## config.mk

```make
export PLATFORM = sky130hd
export DESIGN_NAME = lcd_host_bus
export DESIGN_NICKNAME = d
export VERILOG_FILES = /design/src/rtl/lcd_bus_pkg.sv /design/src/rtl/lcd_bus_sync.sv /design/src/rtl/lcd_bus_nibble.sv /design/src/rtl/lcd_bus_datareg.sv /design/src/rtl/lcd_host_bus.sv
export SDC_FILE = /design/constraint.sdc
export NUM_CORES = 1
export LEC_CHECK = 0
export BUFFER_PORTS_ARGS = -buffer_cell sky130_fd_sc_hd__buf_2
export CAP_MARGIN = 0
export CORE_MARGIN = 8
export CORE_UTILIZATION = 40
export CTS_BUF_LIST = sky130_fd_sc_hd__clkbuf_8
export CTS_CLUSTER_SIZE = 40
export DETAILED_ROUTE_END_ITERATION = 12
export PLACE_DENSITY = 0.71
export SETUP_SLACK_MARGIN = 0.5
export SLEW_MARGIN = 20
export SYNTH_ARGS = -nofsm -noshare
export SYNTH_HDL_FRONTEND = slang
export SYNTH_SLANG_ARGS = --single-unit
export TNS_END_PERCENT = 30
```

## constraint.sdc

```tcl
create_clock -name clk -period 3.29 [get_ports clk]
set_input_delay 0.1645 -clock clk [delete_from_list [all_inputs] [get_ports clk]]
set_output_delay 0.1645 -clock clk [all_outputs]
set_load 0.1 [all_outputs]
```

## src/rtl/lcd_bus_pkg.sv

```systemverilog
package lcd_bus_pkg;

  localparam int BYTE_W = 8;
  localparam int NIB_W  = BYTE_W / 2;

  typedef struct packed {
    logic              rs;
    logic              rw;
    logic [BYTE_W-1:0] data;
  } bus_xfer_t;

  function automatic logic f_is_width_set(input logic [BYTE_W-1:0] b);
    return b[7:5] == 3'b001;
  endfunction

  function automatic logic f_width_bit(input logic [BYTE_W-1:0] b);
    return b[4];
  endfunction

  function automatic logic f_is_addr_set(input logic [BYTE_W-1:0] b);
    return b[7] | (b[7:6] == 2'b01);
  endfunction

  function automatic logic f_is_cursor_move(input logic [BYTE_W-1:0] b);
    return b[7:3] == 5'b00010;
  endfunction

  function automatic logic [BYTE_W-1:0] f_read_view(input logic [BYTE_W-1:0] b,
                                                    input logic narrow,
                                                    input logic low_half);
    logic [NIB_W-1:0] nib;
    nib = low_half ? b[NIB_W-1:0] : b[BYTE_W-1:NIB_W];
    return narrow ? {nib, {NIB_W{1'b0}}} : b;
  endfunction

endpackage

```

## src/rtl/lcd_bus_sync.sv

```systemverilog
module lcd_bus_sync #(
  parameter int W      = 1,
  parameter int STAGES = 2
) (
  input  logic         clk,
  input  logic         rst_n,
  input  logic [W-1:0] d,
  output logic [W-1:0] q
);
  logic [W-1:0] stage [STAGES];

  generate
    for (genvar i = 0; i < STAGES; i++) begin : g_stage
      if (i == 0) begin : g_first
        always_ff @(posedge clk or negedge rst_n)
          if (!rst_n) stage[0] <= '0;
          else        stage[0] <= d;
      end else begin : g_next
        always_ff @(posedge clk or negedge rst_n)
          if (!rst_n) stage[i] <= '0;
          else        stage[i] <= stage[i-1];
      end
    end
  endgenerate

  assign q = stage[STAGES-1];
endmodule

```

## src/rtl/lcd_bus_nibble.sv

```systemverilog
module lcd_bus_nibble
  import lcd_bus_pkg::*;
(
  input  logic              clk,
  input  logic              rst_n,
  input  logic              strobe,
  input  logic              rs,
  input  logic              rw,
  input  logic [BYTE_W-1:0] d,
  input  logic              narrow,
  input  logic              clr_phase,
  output logic              done,
  output bus_xfer_t         xfer,
  output logic              low_phase
);
  logic [NIB_W-1:0] hi_q;

  always_ff @(posedge clk or negedge rst_n) begin
    if (!rst_n) begin
      done      <= 1'b0;
      xfer      <= '0;
      low_phase <= 1'b0;
      hi_q      <= '0;
    end else begin
      done <= 1'b0;
      if (clr_phase) begin
        low_phase <= 1'b0;
      end else if (strobe) begin
        if (!narrow) begin
          done <= 1'b1;
          xfer <= '{rs: rs, rw: rw, data: d};
        end else if (!low_phase) begin
          hi_q      <= d[BYTE_W-1:NIB_W];
          low_phase <= 1'b1;
        end else begin
          done      <= 1'b1;
          xfer      <= '{rs: rs, rw: rw, data: {hi_q, d[BYTE_W-1:NIB_W]}};
          low_phase <= 1'b0;
        end
      end
    end
  end

  AST_PHASE_ONLY_NARROW: assert property (@(posedge clk) disable iff (!rst_n)
    !narrow |-> !low_phase);

  AST_DONE_SINGLE: assert property (@(posedge clk) disable iff (!rst_n)
    done |=> !done);
endmodule

```

## src/rtl/lcd_bus_datareg.sv

```systemverilog
module lcd_bus_datareg
  import lcd_bus_pkg::*;
(
  input  logic              clk,
  input  logic              rst_n,
  input  logic              wr_en,
  input  logic [BYTE_W-1:0] wr_byte,
  input  logic              fetch_valid,
  input  logic [BYTE_W-1:0] fetch_data,
  output logic [BYTE_W-1:0] dr
);
  always_ff @(posedge clk or negedge rst_n) begin
    if (!rst_n)           dr <= '0;
    else if (wr_en)       dr <= wr_byte;
    else if (fetch_valid) dr <= fetch_data;
  end

  AST_WRITE_LANDS: assert property (@(posedge clk) disable iff (!rst_n)
    wr_en |=> dr == $past(wr_byte));
endmodule

```

## src/rtl/lcd_host_bus.sv

```systemverilog
module lcd_host_bus
  import lcd_bus_pkg::*;
#(
  parameter int SYNC_STAGES = 2
) (
  input  logic       clk,
  input  logic       rst_n,
  input  logic       bus_en,
  input  logic       bus_rs,
  input  logic       bus_rw,
  input  logic [7:0] bus_d_in,
  output logic [7:0] bus_d_out,
  output logic       bus_d_oe,
  output logic       ins_valid,
  output logic [7:0] ins_byte,
  output logic       dat_wr_valid,
  output logic [7:0] dat_wr_byte,
  output logic       dat_rd_done,
  output logic       fetch_req,
  input  logic       core_busy,
  input  logic [6:0] core_ac,
  input  logic       fetch_valid,
  input  logic [7:0] fetch_data
);
  localparam int PIN_W = BYTE_W + 3;

  logic [PIN_W-1:0] pins_s;
  logic             en_s, rs_s, rw_s, en_q;
  logic [BYTE_W-1:0] d_s;
  logic             strobe;

  lcd_bus_sync #(.W(PIN_W), .STAGES(SYNC_STAGES)) u_sync (
    .clk  (clk),
    .rst_n(rst_n),
    .d    ({bus_en, bus_rs, bus_rw, bus_d_in}),
    .q    (pins_s)
  );

  assign {en_s, rs_s, rw_s, d_s} = pins_s;

  always_ff @(posedge clk or negedge rst_n)
    if (!rst_n) en_q <= 1'b0;
    else        en_q <= en_s;

  assign strobe = en_q & ~en_s;

  // width state and nibble tracking
  logic      narrow_q;
  logic      done;
  bus_xfer_t xfer;
  logic      low_phase;
  logic      width_cmd, width_change, clr_phase;

  assign width_cmd    = done & ~xfer.rs & ~xfer.rw & f_is_width_set(xfer.data);
  assign width_change = width_cmd & (narrow_q == f_width_bit(xfer.data));
  assign clr_phase    = width_change;

  lcd_bus_nibble u_nib (
    .clk      (clk),
    .rst_n    (rst_n),
    .strobe   (strobe),
    .rs       (rs_s),
    .rw       (rw_s),
    .d        (d_s),
    .narrow   (narrow_q),
    .clr_phase(clr_phase),
    .done     (done),
    .xfer     (xfer),
    .low_phase(low_phase)
  );

  always_ff @(posedge clk or negedge rst_n)
    if (!rst_n)          narrow_q <= 1'b0;
    else if (width_cmd)  narrow_q <= ~f_width_bit(xfer.data);

  // event decode toward the core
  logic ins_evt, wr_evt, rd_evt, zero_drop, fetch_evt;

  assign zero_drop = narrow_q & (xfer.data == '0);
  assign ins_evt   = done & ~xfer.rs & ~xfer.rw & ~zero_drop;
  assign wr_evt    = done &  xfer.rs & ~xfer.rw;
  assign rd_evt    = done &  xfer.rs &  xfer.rw;
  assign fetch_evt = rd_evt |
                     (ins_evt & (f_is_addr_set(xfer.data) | f_is_cursor_move(xfer.data)));

  always_ff @(posedge clk or negedge rst_n) begin
    if (!rst_n) begin
      ins_valid    <= 1'b0;
      ins_byte     <= '0;
      dat_wr_valid <= 1'b0;
      dat_wr_byte  <= '0;
      dat_rd_done  <= 1'b0;
      fetch_req    <= 1'b0;
    end else begin
      ins_valid    <= ins_evt;
      dat_wr_valid <= wr_evt;
      dat_rd_done  <= rd_evt;
      fetch_req    <= fetch_evt;
      if (ins_evt) ins_byte    <= xfer.data;
      if (wr_evt)  dat_wr_byte <= xfer.data;
    end
  end

  // data register and read path
  logic [BYTE_W-1:0] dr, rd_sel;

  lcd_bus_datareg u_dr (
    .clk        (clk),
    .rst_n      (rst_n),
    .wr_en      (wr_evt),
    .wr_byte    (xfer.data),
    .fetch_valid(fetch_valid),
    .fetch_data (fetch_data),
    .dr         (dr)
  );

  assign rd_sel    = rs_s ? dr : {core_busy, core_ac};
  assign bus_d_out = f_read_view(rd_sel, narrow_q, low_phase);
  assign bus_d_oe  = bus_en & bus_rw;

  AST_SINGLE_EVENT: assert property (@(posedge clk) disable iff (!rst_n)
    $onehot0({ins_valid, dat_wr_valid, dat_rd_done}));

  AST_READ_REFILLS: assert property (@(posedge clk) disable iff (!rst_n)
    dat_rd_done |-> fetch_req);

  AST_WRITE_NO_FETCH: assert property (@(posedge clk) disable iff (!rst_n)
    dat_wr_valid |-> !fetch_req);

  AST_ZERO_NIBBLE_DROP: assert property (@(posedge clk) disable iff (!rst_n)
    (ins_valid && narrow_q && $stable(narrow_q)) |-> ins_byte != 8'h00);
endmodule

```

# Word level (Yosys, flattened, before mapping)
# Index checks and enable logic that the tools add are counted.
# classes
shift	0
mul	0
div_mod_pow	0
magnitude_cmp	0
add_sub_neg	0
reduce_logical	7
bitwise_logic	22
mux	15
eq_ne	5
# op_table
cell	n
two-way mux 8 bit	4
two-way mux 10 bit	2
bitwise AND 1 bit	12
zero test 8 bit	1
two-way mux 1 bit	8
inverter 1 bit	7
nonzero test 2 bit	3
== test 5 x 2 -> 1 bit, second input constant	1
two-way mux 4 bit	1
AND reduction 4 bit	1
== test 3 x 1 -> 1 bit, second input constant	1
OR 1 bit	3
AND reduction 3 bit	1
== test 2 x 1 -> 1 bit, second input constant	1
!= test 2 x 1 -> 1 bit, second input constant	1
AND reduction 2 bit	1
== test 1 bit	1
# word_totals
ff_bits	68
rom_bits	0
elab_cells	66
n_memories	0
out_inout_bits	29
ramBits	0
latchBits	0
input_bits	30

# Depth between registers and ports, before layout
# Gate-level depths: netlist (run 1).
# logic_depth
ltp_word	7
depth_mapped	6
depth_no_buf	4

# By module
# From an unflattened synthesis (run 1), not the netlist that was laid out.
# hier_totals
hier_cells	186
hier_area_um2	2756.4
# modules_own_cells
module	instances	cells_per_inst	area_each_um2	seq_area_each_um2
lcd_host_bus	1	73	1028.5	550.5
lcd_bus_nibble	1	46	721.9	400.4
lcd_bus_sync	1	33	633.1	550.5
lcd_bus_datareg	1	34	372.9	200.2

# Worst setup path before layout (run 1)
# OpenSTA, ideal clock, no wires.
# synth_path
path_kind	reg-to-output
start	register narrow_q
end	output port bus_d_out[0]
t_arrival_ps	1979
path_slack_ps	1146
stages_incl_launch_ff	4
n_path_buf	2
required_time_ps	3125
path_cell_list	dfrtp_1 -> buf_4 -> buf_2 -> nor2_1
# synth_via
elab_chain_len	1
# synth_rtl
element	line_no	rtl
from (decl)	lcd_host_bus.sv:48	logic narrow_q;
from (signal assigned)	lcd_host_bus.sv:74	else if (width_cmd) narrow_q <= ~f_width_bit(xfer.data);
two-way mux 8 bit	lcd_bus_pkg.sv:33	return narrow ? {nib, {NIB_W{1'b0}}} : b;
to (decl)	lcd_host_bus.sv:12	output logic [7:0] bus_d_out,
# No other way between the ends.

# Worst setup path in the final report (run 1)
# layout_path
start	register narrow_q
end	output port bus_d_out[6]
# The elaborated chain is that of the path after synthesis.

==> results_dict.tcl, run 1 <==
set metrics [dict create \
    synth_ff_type "dfrtp_1" \
    synth_edf_count 0 \
    globalRouteTotalUtil_pct 11.9 \
    dpl.hpwl_mm 3.84 \
    finalSetupTns_ns 0 \
    finalHoldViolCount 0 \
    viasPerCell 4.95 \
    leakage_nw 1.61 \
    drv_cap 0 \
    ios 59 \
    core_um2 6390 \
    grt_pass1_wl_mm 9.25 \
    netlist_area_um2 2640 \
    die_w_um 97.3 \
    syn_area_per_cell_um2 13.4 \
    overflow 0 \
    cts_inserted_buffers 9 \
    placed_area_um2 3000 \
    vias 1743 \
    p_sw_share_pct 50.1 \
    cts_root_buf "clkbuf_8" \
    power_frac_comb_pct 45.2 \
    cts.clk_slew.worst_paths_ns 0.06 \
    r2r_slack_ns 1.26 \
    gp_congestion 0.809 \
    startpoint "narrow_q" \
    nFillCells 572 \
    drive_gt1_share_pct 32.7 \
    post_drt_wl_per_cell_um 14.8 \
    dr.pass1.iters 4 \
    antenna_left 0 \
    synth_nets 228 \
    drt-total-wl_mm 5.20 \
    period_minus_slack_ns 2.51 \
    synth_top_area_share_pct 64.4 \
    ys_ff_latch 68 \
    p_seq_share_pct 39.0 \
    nets 303 \
    min_path_type "input port to flop" \
    place.port_buffers 58 \
    setup_viol 0 \
    tightest_slew_ns 0.736 \
    num_rows 29 \
    endpoint "bus_d_out[6]" \
    r2r-end "u_nib.hi_q[1]" \
    stdcell_count 352 \
    internal-power_mw 1.62 \
    r2r-start "narrow_q" \
    finClkSkew_ns 0.00317 \
    drv_slew 0 \
    synth_common_cells "68 x dfrtp_1, 35 x nand2_1, 14 x mux2i_1, 13 x o21ai_0, 12 x mux2_2" \
    synth_area_leaders "dfrtp_1 64%, mux2i_1 5.3%, mux2_2 5.1%" \
    fp.dieH_um 97.3 \
    slew_headroom_pct 50.9 \
    p_clk_share_pct 15.8 \
    async_flop_share_pct 100 \
    yosysUniqueCellTypes 34 \
    status "finished, final reports clean" \
    dpl_worst_slack_ns 1.12 \
    critical_path_peak_fanout 20 \
    numClockSinks 68 \
    drt_iter0_drc 107 \
    synth_most_common_cell "dfrtp_1" \
    fin_crit_sh_pct 76.3 \
    crit_type "flop to output port" \
    cp-start-kind "flop" \
    syn_inst 198 \
    grt_max_degree 39 \
    design_area_um2 3260 \
    diodes 0 \
    area_growth_pct 23.2 \
    cp_data_arrival_time_ns 2.35 \
    ir_drop_mv 0.591 \
    cp-end-kind "output port" \
    power.total_mw 3.24 \
    p_switching_mw 1.62 \
    cts_max_path_buffers 2 \
    postCtsSetupBuffers 0 \
    antenna_found_initial 0 \
    ff2ff_path_depth 4 \
    yosys.area.top_type "dfrtp_1" \
    cts_resized 0 \
    drc_errors 0 \
    clock_latency_ns 0.33 \
    max_freq_ghz 0.398 \
    dp.cells 327 \
    ys_warn_count 0 \
    h-tree-depth 3 \
    critPathRequiredTime_ns 3.13 \
    start_util_pct 41.4 \
    cts_hold_buf 12 \
    ys_seq_area_share_pct 64.4 \
    grt_pass1_vias 1925 \
    cts_tree "done" \
    die_area_um2 9470 \
    rsz0062_at_grt "no" \
    finalWorstSetupSlack_ns 0.779 \
    p_per_area_nw_per_um2 993 \
]
[per-layer routing]
metal / part of all wire (%) / vias up / track usage [%]
met5: 0 / - / 0
met1: 46 / 835 / 14.3
met4: 1.7 / 0 / 5.94
li1: - / 838 / -
met3: 8.3 / 9 / 5.55
met2: 44 / 61 / 17.6
[power by group through the flow]
stage | Sequential, mW | Combinational [mW] | Clock (mW)
after floorplan | 1.92 | 0.540 | 0
after global placement | 1.27 | 1.45 | 0
after detailed placement | 1.28 | 1.46 | 0
after CTS | 1.26 | 1.48 | 0.533
after global routing | 1.30 | 1.53 | 0.572
final | 1.26 | 1.46 | 0.511
[stage by stage]
stage / util [%] / hold WS [ns]
final: 51.0 / 0.135
after global routing: 51.0 / 0.167
after CTS: 51.0 / 0.122
after detailed placement: 46.9 / 0.235
after global placement: 46.9 / 0.225
after floorplan: - / -0.131
[final cells by class]
cell class	count	area [µm²]	share of cell area, %
Sequential cell	68	1700	52.2
Multi-Input combinational cell	118	880	27.0
Timing Repair Buffer	72	425	13.1
Clock buffer	9	124	3.80
Tap cell	77	96.3	2.96
Clock inverter	4	15.0	0.461
Inverter	4	15.0	0.461
[critical path, stage by stage, from the launching register on]
cell and delay, ns:
dfrtp_1 0.82, nand2_1 0.35, mux4_2 0.42, buf_2 0.42
[state kept, by name, summed over array words and instances, names as in the netlist]
register and cells:
en_q 1, ins_valid 1, fetch_req 1, dat_rd_done 1, dat_wr_byte 8, narrow_q 1
u_nib.low_phase 1, u_sync.stage 11, u_dr.dr 8, ins_byte 8, u_nib.done 1, dat_wr_valid 1
u_nib.hi_q 4, u_sync.q 11, u_nib.xfer 10
[logic make-up after synthesis]
group | Yosys count | share of synthesized area, %
AO/OA/AOI/OAI | 31 | 8.80
XOR/XNOR | 1 | 0.331
buffers and inverters | 12 | 2.37
flip-flops | 68 | 64.4
multiplexers | 30 | 13.8
AND/OR/NAND/NOR | 56 | 10.3
[worst min-delay path by stage]
stage                     slack [ns]                to     startpoint  cells past startpoint
final                           0.13        u_dr.dr[3]  fetch_data[3]                      3
after detailed placement        0.24  u_sync.stage[11]          rst_n                      1
after CTS                       0.12        u_dr.dr[3]  fetch_data[3]                      3
after global routing            0.17        u_dr.dr[6]  fetch_data[6]                      3
after floorplan                -0.13       dat_rd_done          rst_n                      0
after global placement          0.22  u_sync.stage[15]          rst_n                      1
[cell usage in the layout (no fill, tap or decap), drive strengths merged, types with 3 or more instances in the layout]
master and instances:
o21ai 14, mux2 12, dfrtp 68, mux2i 14, a22o 8, nor2b 4
dlygate4sd3 12, inv 7, mux4 4, a211oi 3, buf 60, nor2 9
nand2 35, clkbuf 9
Power figures use the tool's default switching activity.
==> inputs of run 2 (changes only) <==
clock period = 2.4 ns   (was 3.29 ns; I/O delays follow)
==> run 2 against run 1 <==
  * Global-route usage shrank 0.097 points
  * Design area is 3.3% higher
  * First-iteration DRC count shrank 38%
  * Hold slack got worse by 0.062 ns
  * Clock skew is 0.0066 ns higher
  * Via count increased by 1.9%
  * Largest cell class unchanged
==> results_dict.tcl, run 2 (synthesis gave the netlist of run 1 again) <==
set metrics [dict create \
    grt_pass1_vias 1848 \
    power.total_mw 4.72 \
    cp-end-kind "output port" \
    critical_path_peak_fanout 10 \
    cp_data_arrival_time_ns 1.71 \
    drt-total-wl_mm 5.39 \
    internal-power_mw 2.45 \
    path_delay_family "multiplexers" \
    drc_errors 0 \
    numClockSinks 68 \
    ir_drop_mv 1.01 \
    crit_type "flop to output port" \
    p_seq_share_pct 36.4 \
    power_frac_comb_pct 43.3 \
    p_per_area_nw_per_um2 1400 \
    maxUsedRoutingLayer "met4" \
    vias 1776 \
    finalHoldViolCount 0 \
    core_um2 6390 \
    die_area_um2 9470 \
    antenna_found_initial 0 \
    status "finished, final reports clean" \
    critPathSlowestCell "mux4_2" \
    h-tree-depth 3 \
    p_switching_mw 2.28 \
    postCtsSetupBuffers 0 \
    grt_pass1_wl_mm 8.97 \
    viasPerCell 5.00 \
    ios 59 \
    overflow 0 \
    clock_latency_ns 0.34 \
    max_freq_ghz 0.546 \
    most-common-layout-cells "66 x dfrtp_1, 55 x buf_2, 34 x nand2_1" \
    rsz0062_at_grt "no" \
    globalRouteTotalUtil_pct 11.8 \
    period_minus_slack_ns 1.83 \
    finalSetupTns_ns 0 \
    leakage_nw 1.65 \
    post_drt_wl_per_cell_um 15.2 \
    stdcell_count 355 \
    fin_crit_sh_pct 76.3 \
    diodes 0 \
    area_growth_pct 27.3 \
    critPathMaxStageDelay_ns 0.51 \
    drt_iter0_drc 66 \
    nets 304 \
    cts.clk_slew.worst_paths_ns 0.07 \
    slew_headroom_pct 47.8 \
    fp.dieH_um 97.3 \
    antenna_left 0 \
    route.met2.wl_mm 2.34 \
    wl_met1_mm 2.54 \
    cp_cell_sequence "nand2_4, mux4_2, buf_4" \
    placed_area_um2 3020 \
    setup_viol 0 \
    met3WireLength_um 391 \
    start_util_pct 41.4 \
    p_sw_share_pct 48.2 \
    dr.pass1.iters 4 \
    drv_cap 0 \
    gp_congestion 0.861 \
    finClkSkew_ns 0.00974 \
    cp-start-kind "flop" \
    cts_inserted_buffers 9 \
    grt_max_degree 36 \
    utilization_pct 52.7 \
    p_clk_share_pct 20.3 \
    cts_root_buf "clkbuf_8" \
    drive_gt1_share_pct 36.0 \
    tightest_slew_ns 0.782 \
    num_rows 29 \
    critPathRequiredTime_ns 2.28 \
    critPathBufInv 1 \
    drv_slew 0 \
    dp.cells 328 \
    design_area_um2 3370 \
    min_path_type "input port to flop" \
    place.port_buffers 58 \
    dpl.hpwl_mm 4.00 \
    final_common_cell "dfrtp_1" \
    cts_tree "done" \
    die_w_um 97.3 \
    cts_max_path_buffers 2 \
    nFillCells 544 \
]
## run 2: final timing paths
| kind | startpoint | end | slack (ns) | depth (start not counted) |
|---|---|---|---|---|
| max | narrow_q | bus_d_out[6] | 0.57 | 3 |
| min | fetch_data[4] | u_dr.dr[4] | 0.07 | 3 |
| max reg2reg | narrow_q | u_nib.xfer[4] | 0.65 | 5 |
| min reg2reg | u_sync.stage[13] | u_sync.q[2] | 0.35 | 0 |
| max in group asynchronous | rst_n | narrow_q | 1.36 | 3 |
| min in group asynchronous | rst_n | u_sync.stage[15] | 0.39 | 2 |
## run 2: power by group through the flow
| stage | Clock [mW] | Combinational, mW | Sequential, mW |
|---|---|---|---|
| after global routing | 1.04 | 2.14 | 1.76 |
| after global placement | 0 | 2.01 | 1.73 |
| final | 0.958 | 2.05 | 1.72 |
| after detailed placement | 0 | 2.04 | 1.73 |
| after floorplan | 0 | 0.740 | 2.64 |
| after CTS | 0.984 | 2.06 | 1.71 |
## run 2: cell type report
cell class	instances	area [µm²]	area share, %
flip-flops and latches	68	1700	50.6
clock inverters	3	45.0	1.34
repair buffers	73	453	13.5
well taps	77	96.3	2.86
inverters	4	15.0	0.446
clock buffers	12	165	4.91
multi-input cells	118	887	26.4
## run 2: metrics by stage
step	hold WS, ns	setup slack [ns]
after floorplan	-0.176	0.301
after global placement	0.228	0.693
after detailed placement	0.229	0.635
after CTS	0.0637	0.438
after global routing	0.0691	0.513
final	0.0725	0.568
## run 2: what timing repair did
action	in CTS	in global routing
resized for setup	5	2
endpoints found under the setup margin	4	4
hold endpoints to repair	45	0
hold buffers	12	0
## run 2: metal layers
layer  vias to the layer above  global-route usage (%)
met4                         0                    5.71
li1                        843                       -
met3                        11                    5.48
met5                         -                       0
met2                        68                    17.1
met1                       854                    14.5
## run 2: tightest hold or removal path: cells and delay by family
family	cells	cell delay, ns
buf+inv	1	0.07
mux	1	0.05
compound gates	1	0.13
==> inputs of run 3 (changes only) <==
PLACE_DENSITY = 0.73   (was 0.71)
clock period = 1.6 ns   (was 2.4 ns; I/O delays follow)
==> run 3 against run 2 <==
  * The run now ends with setup timing left
  * Total power up 72%
  * Combinational power up 100%
  * Non-clock buffer count rose by 24
  * Flip-flop and latch count did not move
  * Sequential share of layout area fell by 8.8 points
  * Clock power increased by 44%
  * Global-route usage is 0.92 points higher
  * Largest power group unchanged
==> results_dict.tcl, run 3 (synthesis gave the netlist of run 1 again) <==
set metrics [dict create \
    clock_latency_ns 0.34 \
    drive_gt1_share_pct 55.4 \
    fp.dieH_um 97.3 \
    viasPerCell 5.02 \
    leakage_nw 1.92 \
    dpl.hpwl_mm 4.09 \
    h-tree-depth 3 \
    min_path_type "input port to flop" \
    finClkSkew_ns 0.00970 \
    rsz0062_at_grt "yes" \
    die_w_um 97.3 \
    vias 1906 \
    placed_area_um2 3280 \
    ir_drop_mv 1.52 \
    antenna_left 0 \
    drv_slew 0 \
    globalRouteTotalUtil_pct 12.7 \
    cts_root_buf "clkbuf_8" \
    hold-worst-slack_ns 0.0213 \
    area_growth_pct 54.1 \
    design_area_um2 4070 \
    place.port_buffers 58 \
    drv_cap 0 \
    finalHoldViolCount 0 \
    critical_path_peak_fanout 4 \
    cp-end-kind "output port" \
    setup_viol 5 \
    die_area_um2 9470 \
    cts_tree "done" \
    num_rows 29 \
    antenna_found_initial 0 \
    cp_data_arrival_time_ns 1.65 \
    cts_inserted_buffers 9 \
    diodes 0 \
    finalWorstSetupSlack_ns -0.133 \
    dr.pass1.iters 4 \
    gp_congestion 0.841 \
    cp-start-kind "flop" \
    status "complete, but fails checks" \
    max_freq_ghz 0.577 \
    start_util_pct 41.4 \
    grt_pass1_wl_mm 9.76 \
    power.total_mw 8.15 \
    cts_max_path_buffers 2 \
    cts.clk_slew.worst_paths_ns 0.07 \
    violations "setup timing" \
    grt_max_degree 69 \
    final_common_cell "dfrtp_1" \
    most-common-layout-cells "65 x dfrtp_1, 30 x buf_2, 24 x buf_6" \
    ios 59 \
    drt-total-wl_mm 5.91 \
    p_per_area_nw_per_um2 2000 \
    slew_headroom_pct 67.7 \
    drc_errors 0 \
    numClockSinks 68 \
    nets 328 \
    fin_crit_sh_pct 108 \
    overflow 0 \
    core_um2 6390 \
    drt_iter0_drc 38 \
    period_minus_slack_ns 1.73 \
    dpl_worst_slack_ns 0.0533 \
    grt_pass1_vias 2002 \
    crit_type "flop to output port" \
    tightest_slew_ns 0.488 \
    critPathRequiredTime_ns 1.52 \
    post_drt_wl_per_cell_um 15.6 \
]
[run 3: cell types whose count changed in the layout (fill, tap and decap cells not counted), sizes merged]
| cell | previous run | this run |
|---|---|---|
| clkinv | 1 | 4 |
| buf | 61 | 85 |
| inv | 3 | 4 |
| clkbuf | 12 | 9 |
[run 3: area by class of cell]
cell class / instances / area [µm²]
inverter: 4 / 20.0
clock buffer: 9 / 124
clock inverter: 7 / 76.3
fill: 482 / 2310
sequential: 68 / 1710
tap: 77 / 96.3
timing repair buffer: 97 / 886
multi-input combinational: 118 / 1170
[run 3: final timing paths]
check,startpoint,end,slack [ns],cells past startpoint
worst max-delay path,narrow_q,bus_d_out[6],-0.13,4
worst min register to register,u_sync.stage[18],u_sync.q[7],0.35,0
min in group asynchronous,rst_n,u_nib.xfer[0],0.28,3
worst min-delay path,fetch_data[4],u_dr.dr[4],0.02,3
worst max register to register,u_nib.low_phase,u_nib.hi_q[0],0,5
max in group asynchronous,rst_n,u_nib.xfer[7],1.03,3
[run 3: layer usage]
layer  global-route usage, %  part of all wire (%)
met1                    14.6                    43
met3                    4.34                   6.4
met5                       0                     0
met2                    20.1                    48
met4                    7.93                   2.7
[run 3: critical path, cell delays in order, from the launching register on]
cell	delay [ns]
dfrtp_1	0.39
buf_6	0.14
nand2_8	0.07
mux4_2	0.53
buf_12	0.19
[run 3: where the power goes]
part / total (mW) / internal [mW] / switching, mW / leakage (nW)
Combinational: 4.11 / 1.39 / 2.72 / 1.01
Clock: 1.38 / 0.726 / 0.657 / 0.0958
Sequential: 2.66 / 2.19 / 0.466 / 0.823
Total: 8.15 / 4.30 / 3.85 / 1.92
[run 3: through the flow]
step	util [%]	cells	TNS (ns)
6_report	63.8	380	-0.493
2_1_floorplan	-	198	0
5_1_grt	63.8	380	-0.928
3_5_place_dp	51.4	340	0
4_1_cts	61.3	376	-0.531
3_3_place_gp	51.4	340	0
[run 3: timing repair]
| action | 4_1_cts | 5_1_grt |
|---|---|---|
| setup buffers | 8 | 4 |
| resized for setup | 71 | 46 |
| endpoints found under the hold margin | 79 | 0 |
| pin swaps | 18 | 35 |
| setup endpoints to repair | 72 | 60 |
| hold buffers | 12 | 0 |
